File: src/rtl/smb_cfg_pkg.sv
package smb_cfg_pkg;

    typedef enum logic [3:0] {
        S_IDLE,
        S_ADDR,
        S_ADDR_ACK,
        S_CMD,
        S_CMD_ACK,
        S_WDATA,
        S_WDATA_ACK,
        S_TX,
        S_TX_ACK,
        S_SKIP
    } smb_state_e;

endpackage

File: src/rtl/smb_line_sync.sv
module smb_line_sync #(
    parameter int SYNC_STAGES = 2
) (
    input  logic clk,
    input  logic rst_n,
    input  logic scl_i,
    input  logic sda_i,
    output logic scl_o,
    output logic sda_o,
    output logic scl_rise,
    output logic scl_fall,
    output logic start_det,
    output logic stop_det
);

    logic [SYNC_STAGES-1:0] scl_ff;
    logic [SYNC_STAGES-1:0] sda_ff;
    logic                   scl_q;
    logic                   sda_q;

    always_ff @(posedge clk or negedge rst_n) begin
        if (!rst_n) begin
            scl_ff <= '1;
            sda_ff <= '1;
            scl_q  <= 1'b1;
            sda_q  <= 1'b1;
        end else begin
            scl_ff <= {scl_ff[SYNC_STAGES-2:0], scl_i};
            sda_ff <= {sda_ff[SYNC_STAGES-2:0], sda_i};
            scl_q  <= scl_o;
            sda_q  <= sda_o;
        end
    end

    assign scl_o     = scl_ff[SYNC_STAGES-1];
    assign sda_o     = sda_ff[SYNC_STAGES-1];
    assign scl_rise  = scl_o & ~scl_q;
    assign scl_fall  = ~scl_o & scl_q;
    assign start_det = scl_o & scl_q & sda_q & ~sda_o;
    assign stop_det  = scl_o & scl_q & ~sda_q & sda_o;

endmodule

File: src/rtl/smb_reg_bank.sv
module smb_reg_bank #(
    parameter int                      NUM_REGS = 4,
    parameter int                      AW       = 7,
    parameter logic [NUM_REGS*8-1:0]   DEFAULTS = '0
) (
    input  logic                  clk,
    input  logic                  rst_n,
    input  logic                  we,
    input  logic [AW-1:0]         waddr,
    input  logic [7:0]            wdata,
    input  logic [AW-1:0]         raddr,
    output logic [7:0]            rdata,
    output logic [NUM_REGS*8-1:0] regs_o
);

    localparam logic [AW:0] LIMIT = (AW+1)'(NUM_REGS);

    logic [7:0] regs [NUM_REGS];

    for (genvar g = 0; g < NUM_REGS; g++) begin : g_reg
        always_ff @(posedge clk or negedge rst_n) begin
            if (!rst_n) begin
                regs[g] <= DEFAULTS[8*g +: 8];
            end else if (we && waddr == AW'(g)) begin
                regs[g] <= wdata;
            end
        end
        assign regs_o[8*g +: 8] = regs[g];
    end

    // Offsets with no register behind them read as zero.
    always_comb begin
        rdata = '0;
        for (int i = 0; i < NUM_REGS; i++) begin
            if (raddr == AW'(i)) rdata = regs[i];
        end
    end

    // a write past the last register leaves the bank untouched
    p_oob_write_r8: assert property (@(posedge clk) disable iff (!rst_n)
        (we && {1'b0, waddr} >= LIMIT) |=> $stable(regs_o))
        else $error("R8: out-of-range write changed a register");

endmodule

File: src/rtl/smb_cfg_slave.sv
module smb_cfg_slave #(
    parameter int                    NUM_REGS     = 4,
    parameter logic [6:0]            DEV_ADDR     = 7'h69,
    parameter logic [NUM_REGS*8-1:0] REG_DEFAULTS = (NUM_REGS*8)'(32'h4433_2211)
) (
    input  logic                  clk,
    input  logic                  rst_n,
    input  logic                  scl_i,
    input  logic                  sda_i,
    output logic                  sda_oe,
    output logic [NUM_REGS*8-1:0] regs_o
);
    import smb_cfg_pkg::*;

    localparam int         AW         = 7;
    localparam logic [7:0] COUNT_BYTE = 8'(NUM_REGS);

    smb_state_e    state, state_n;
    logic          scl_s, sda_s, scl_rise, scl_fall, start_det, stop_det;
    logic [7:0]    sh;
    logic [3:0]    bit_cnt;
    logic          rw_q;
    logic          cnt_pend;
    logic          m_ack;
    logic [AW-1:0] ptr;
    logic [7:0]    tx_sh;
    logic [7:0]    rdata;
    logic          we;
    logic          byte_end;
    logic          tx_load;

    smb_line_sync #(.SYNC_STAGES(2)) i_sync (
        .clk       (clk),
        .rst_n     (rst_n),
        .scl_i     (scl_i),
        .sda_i     (sda_i),
        .scl_o     (scl_s),
        .sda_o     (sda_s),
        .scl_rise  (scl_rise),
        .scl_fall  (scl_fall),
        .start_det (start_det),
        .stop_det  (stop_det)
    );

    smb_reg_bank #(
        .NUM_REGS (NUM_REGS),
        .AW       (AW),
        .DEFAULTS (REG_DEFAULTS)
    ) i_bank (
        .clk    (clk),
        .rst_n  (rst_n),
        .we     (we),
        .waddr  (ptr),
        .wdata  (sh),
        .raddr  (ptr),
        .rdata  (rdata),
        .regs_o (regs_o)
    );

    assign byte_end = scl_fall && (bit_cnt == 4'd8);
    assign we       = (state == S_WDATA) && byte_end && !cnt_pend;
    assign tx_load  = (state_n == S_TX) && (state != S_TX);

    // Next-state logic
    always_comb begin
        state_n = state;
        if (start_det) begin
            state_n = S_ADDR;
        end else if (stop_det) begin
            state_n = S_IDLE;
        end else begin
            unique case (state)
                S_IDLE:      state_n = S_IDLE;
                S_ADDR:      if (byte_end) state_n = (sh[7:1] == DEV_ADDR) ? S_ADDR_ACK : S_SKIP;
                S_ADDR_ACK:  if (scl_fall) state_n = rw_q ? S_TX : S_CMD;
                S_CMD:       if (byte_end) state_n = S_CMD_ACK;
                S_CMD_ACK:   if (scl_fall) state_n = S_WDATA;
                S_WDATA:     if (byte_end) state_n = S_WDATA_ACK;
                S_WDATA_ACK: if (scl_fall) state_n = S_WDATA;
                S_TX:        if (byte_end) state_n = S_TX_ACK;
                S_TX_ACK:    if (scl_fall) state_n = m_ack ? S_TX : S_SKIP;
                S_SKIP:      state_n = S_SKIP;
                default:     state_n = S_IDLE;
            endcase
        end
    end

    // State register and datapath
    always_ff @(posedge clk or negedge rst_n) begin
        if (!rst_n) begin
            state    <= S_IDLE;
            sh       <= '0;
            bit_cnt  <= '0;
            rw_q     <= 1'b0;
            cnt_pend <= 1'b0;
            m_ack    <= 1'b0;
            ptr      <= '0;
            tx_sh    <= '0;
        end else begin
            state <= state_n;

            if (start_det || state_n != state) begin
                bit_cnt <= '0;
            end else if (scl_rise && bit_cnt != 4'd8) begin
                bit_cnt <= bit_cnt + 4'd1;
            end

            if (scl_rise) sh <= {sh[6:0], sda_s};

            if (state == S_ADDR && byte_end) rw_q <= sh[0];

            if (state == S_CMD && byte_end) begin
                cnt_pend <= ~sh[7];
                ptr      <= sh[7] ? sh[6:0] : '0;
            end else if (state == S_WDATA && byte_end) begin
                if (cnt_pend) cnt_pend <= 1'b0;
                else          ptr      <= ptr + 7'd1;
            end else if (tx_load && !start_det && !stop_det) begin
                if (cnt_pend) begin
                    tx_sh    <= COUNT_BYTE;
                    cnt_pend <= 1'b0;
                end else begin
                    tx_sh <= rdata;
                    ptr   <= ptr + 7'd1;
                end
            end else if (state == S_TX && scl_fall && bit_cnt != 4'd8) begin
                tx_sh <= {tx_sh[6:0], 1'b0};
            end

            if (state == S_TX_ACK && scl_rise) m_ack <= ~sda_s;
        end
    end

    // Output logic
    always_comb begin
        unique case (state)
            S_ADDR_ACK, S_CMD_ACK, S_WDATA_ACK: sda_oe = 1'b1;
            S_TX:                               sda_oe = ~tx_sh[7];
            default:                            sda_oe = 1'b0;
        endcase
    end

    // a start always reopens address reception
    p_start_addr_r9: assert property (@(posedge clk) disable iff (!rst_n)
        start_det |=> (state == S_ADDR))
        else $error("R9: start did not restart address phase");

    // a stop returns the slave to idle with SDA released
    p_stop_idle_r9: assert property (@(posedge clk) disable iff (!rst_n)
        (stop_det && !start_det) |=> (state == S_IDLE && !sda_oe))
        else $error("R9: stop did not release the slave");

    // the SDA drive moves only while SCL is low
    p_scl_low_r10: assert property (@(posedge clk) disable iff (!rst_n)
        !$stable(sda_oe) |-> !scl_s)
        else $error("R10: SDA drive changed with SCL high");

    // a foreign address gets no acknowledge
    p_no_ack_foreign_r2: assert property (@(posedge clk) disable iff (!rst_n)
        (state == S_ADDR && byte_end && !start_det && !stop_det && sh[7:1] != DEV_ADDR)
            |=> (!sda_oe && state == S_SKIP))
        else $error("R2: foreign address acknowledged");

    // once the host refuses a byte, the slave stays off the bus
    p_release_after_nack_r7: assert property (@(posedge clk) disable iff (!rst_n)
        (state == S_SKIP) |-> !sda_oe)
        else $error("R7: SDA driven after host not-acknowledge");

endmodule

File: config.mk
export PLATFORM = sky130hd
export DESIGN_NAME = smb_cfg_slave
export DESIGN_NICKNAME = d
export VERILOG_FILES = /design/src/rtl/smb_cfg_pkg.sv /design/src/rtl/smb_line_sync.sv /design/src/rtl/smb_reg_bank.sv /design/src/rtl/smb_cfg_slave.sv
export SDC_FILE = /design/constraint.sdc
export NUM_CORES = 1
export LEC_CHECK = 0
export ABC_AREA = 0
export BUFFER_PORTS_ARGS = -buffer_cell sky130_fd_sc_hd__buf_2
export CAP_MARGIN = 20
export CELL_PAD_IN_SITES_DETAIL_PLACEMENT = 0
export CELL_PAD_IN_SITES_GLOBAL_PLACEMENT = 1
export CORE_MARGIN = 2
export CORE_UTILIZATION = 47
export DETAILED_ROUTE_END_ITERATION = 10
export GPL_ROUTABILITY_DRIVEN = 0
export PLACE_DENSITY = 0.9
export SYNTH_ARGS = -nofsm -noshare
export SYNTH_HDL_FRONTEND = slang
export SYNTH_SLANG_ARGS = --single-unit
File: constraint.sdc
create_clock -name clk -period 3.6 [get_ports clk]
set_clock_uncertainty 0.2 [all_clocks]
set_input_delay 0.72 -clock clk [delete_from_list [all_inputs] [get_ports clk]]
set_output_delay 0.72 -clock clk [all_outputs]
set_load 0.02 [all_outputs]
==> impl_metrics.json <==
{
  "drt_iter0_markers": 211,
  "cts_root_buf": "clkbuf_8",
  "synth.area.top_cells": "dfrtp_1 37%, dfstp_2 11%, mux2_1 5.4%",
  "setup_viol": 0,
  "final_layout_size_suffix_gt1_frac": 0.250,
  "post-route-drc-count": 0,
  "power_frac_comb": 0.065,
  "synth_area_leader_cell": "dfrtp_1",
  "cap_violations": 0,
  "clk_path_buf_depth": 2,
  "critPathMaxFanout": 21,
  "overflow": 0,
  "synthesis.area_um2": 3750,
  "critPathCaptureType": "flop",
  "intPower_mw": 1.24,
  "status": "finished clean",
  "grt_start_max_net_pins": 39,
  "wl_mm": 8.58,
  "synth_edf_count": 0,
  "final_area_um2": 4210,
  "post_cts_resized": 0,
  "hold_path.class": "reg2reg",
  "min_period_ns": 2.94,
  "min_delay_worst_endpoint": "i_sync.scl_ff[1]$_DFF_PN1_",
  "r2r_start": "bit_cnt[0]$_DFFE_PN0P_",
  "r2r_setup_slack_ns": 0.66,
  "die_h_um": 93.3,
  "cp-start-kind": "flop",
  "power_switching_uw": 469,
  "top_layer_used": "met4",
  "power_density_nw_per_um2": 406,
  "ant_nets": 0,
  "cts_tree": "yes",
  "synth_async_sr_flop_share": 1.00,
  "start_util": 0.485,
  "slew_headroom": 0.497,
  "setup_tns_ns": 0,
  "avgRoutedWirePerCell_um": 17.4,
  "dr_total_vias": 2885,
  "syn_inst": 357,
  "die-area_um2": 8700,
  "io_pins": 37,
  "nFillCells": 668,
  "htreeDepth": 3,
  "crit_type": "reg2reg",
  "clk_latency_ns": 0.35,
  "met3_wirelength_um": 326,
  "via_per_inst": 5.84,
  "finalHoldViolations": 0,
  "synth_nets": 367,
  "ir_drop_mv": 0.349,
  "track_usage": 0.209,
  "arrival_ns": 2.96,
  "cellLeakagePower_nw": 1.98,
  "finalNetCount": 397,
  "grt_first_pass_wirelength_mm": 14.2,
  "area_growth_pct": 12.5,
  "avgSynthCellArea_um2": 10.5,
  "min_path_cells": 0,
  "path_clk_slew_ns": 0.08,
  "numCtsBuffers": 9,
  "synth.distinct_cells": 67,
  "p_sw_frac": 0.274,
  "drt-pass1-iter-count": 4,
  "hpwl_mm": 6.13,
  "grt_pass1_vias": 2843,
  "min_from": "i_sync.scl_ff[0]$_DFF_PN1_",
  "cp.required_ns": 3.62,
  "cts_hold_buffers": 0,
  "cts_sinks": 72,
  "power_frac_clock": 0.397,
  "synth_top_flop_cell": "dfrtp_1",
  "grt_setup_unrepaired": "false",
  "wl_met2_mm": 4.18,
  "antenna_found_initial": 0,
  "worst_pin_slew_ns": 0.755,
  "num_rows": 32,
  "seq_area_frac_synth": 0.486,
  "p_total_mw": 1.71,
  "dpl_cell_area_um2": 4000,
  "period_share": 0.817,
  "synth_seq_cells": 72,
  "ys_warn_count": 0,
  "seq_power_share": 0.538,
  "die_x_um": 93.3,
  "slew_viol_final": 0,
  "core_area_um2": 7730,
  "fmax_mhz": 340,
  "hold_slack_ns": 0.160,
  "yosysTopAreaCellShare": 0.374,
  "wl_met1_mm": 3.94,
  "portBuffers": 36,
  "antenna_cells": 0,
  "cts_setup_buffers": 0,
  "fin_util": 0.545,
  "timing.rr.end": "tx_sh[3]$_DFFE_PN0P_",
  "reg2regPathDepth": 9
}
cell usage in the layout (no fill, tap or decap), types with 8 or more instances in the layout:
cell and instances:
mux2_2 15, buf_2 36, nor2_1 25, a21oi_1 19, dfrtp_1 56, nand2_1 41, mux2_1 18, a211oi_1 8
dfstp_2 16, clkbuf_8 10, inv_1 8, nand3_1 9, nor3_1 13
critical path, cell delays in order (launching register included):
cell      delay, ns
dfrtp_1        0.41
inv_1          0.09
ha_1           0.16
and3b_1        0.32
nand3_4        0.14
or4_4          0.53
a21oi_4        0.24
nand2_2        0.29
a211oi_1       0.35
a21oi_1        0.07
state kept, by name (all words and copies together), names as in the netlist, 2 cells and up:
name,flops
ptr,7
state,4
sh,8
i_sync.scl_ff,2
i_sync.sda_ff,2
bit_cnt,4
i_bank.regs_o,32
tx_sh,8
through the flow:
| stage | worst slack [ns] | instances |
|---|---|---|
| 5_1_grt | 0.427 | 494 |
| 6_report | 0.658 | 494 |
| 3_3_place_gp | 0.770 | 478 |
| 4_1_cts | 0.677 | 494 |
| 3_5_place_dp | 0.719 | 478 |
| 2_1_floorplan | 1.01 | 357 |
layer usage:
layer,vias up,global-route usage
li1,1374,-
met1,1426,0.293
met2,72,0.317
met3,13,0.0492
met4,0,0.0735
met5,-,0
area by class of cell:
cell class              count  area (um2)  share of cell area
multi-input cells         256        1800               0.427
clock inverters             6        75.1              0.0178
flip-flops and latches     72        1820               0.432
repair buffers             40         223              0.0529
well taps                 102         128              0.0303
inverters                   8        30.0             0.00713
clock buffers              10         138              0.0327
power by group through the flow:
stage	combinational [mW]	clock, mW	sequential (mW)
6_report	0.111	0.679	0.922
2_1_floorplan	0.0818	0	0.901
4_1_cts	0.114	0.693	0.921
5_1_grt	0.131	0.728	0.930
3_3_place_gp	0.106	0	0.931
3_5_place_dp	0.112	0	0.937
cell families (layout without fill, tap and decap cells):
| kind of cell | count (synthesis) | count (layout) | synth area share |
|---|---|---|---|
| AO/OA/AOI/OAI | 74 | 74 | 0.148 |
| XOR/XNOR | 5 | 5 | 0.0117 |
| adder cells (fa/ha/maj) | 6 | 6 | 0.0200 |
| buffers and inverters | 29 | 64 | 0.0337 |
| flip-flops | 72 | 72 | 0.486 |
| multiplexers | 40 | 40 | 0.118 |
| AND/OR/NAND/NOR | 131 | 131 | 0.183 |
synth_stat cells (all sizes together), types with 2 or more instances:
cell	number
a2111oi	2
a211oi	8
a21oi	21
a221oi	7
a22oi	3
a31o	2
a31oi	2
and2	2
and3	7
and4	2
and4b	2
buf	7
clkbuf	14
dfrtp	56
dfstp	16
ha	6
inv	8
mux2	33
mux2i	7
nand2	42
nand3	10
nand3b	3
nand4	3
nand4b	2
nor2	25
nor2b	4
nor3	14
nor3b	2
nor4	2
o211ai	2
o21ai	9
o22a	3
o31ai	3
o41ai	2
or3	4
xnor2	2
xor2	3
worst max path at each step:
stage,end,depth (start not counted),slack (ns),from
floorplan,ptr[3]$_DFFE_PN0P_,9,1.01,bit_cnt[0]$_DFFE_PN0P_
global placement,ptr[6]$_DFFE_PN0P_,9,0.77,bit_cnt[0]$_DFFE_PN0P_
detailed placement,ptr[6]$_DFFE_PN0P_,9,0.72,bit_cnt[0]$_DFFE_PN0P_
CTS,ptr[6]$_DFFE_PN0P_,9,0.68,bit_cnt[0]$_DFFE_PN0P_
global route,tx_sh[4]$_DFFE_PN0P_,9,0.43,bit_cnt[0]$_DFFE_PN0P_
finish,tx_sh[3]$_DFFE_PN0P_,9,0.66,bit_cnt[0]$_DFFE_PN0P_
No activity file was read; power rests on OpenSTA's default activity.
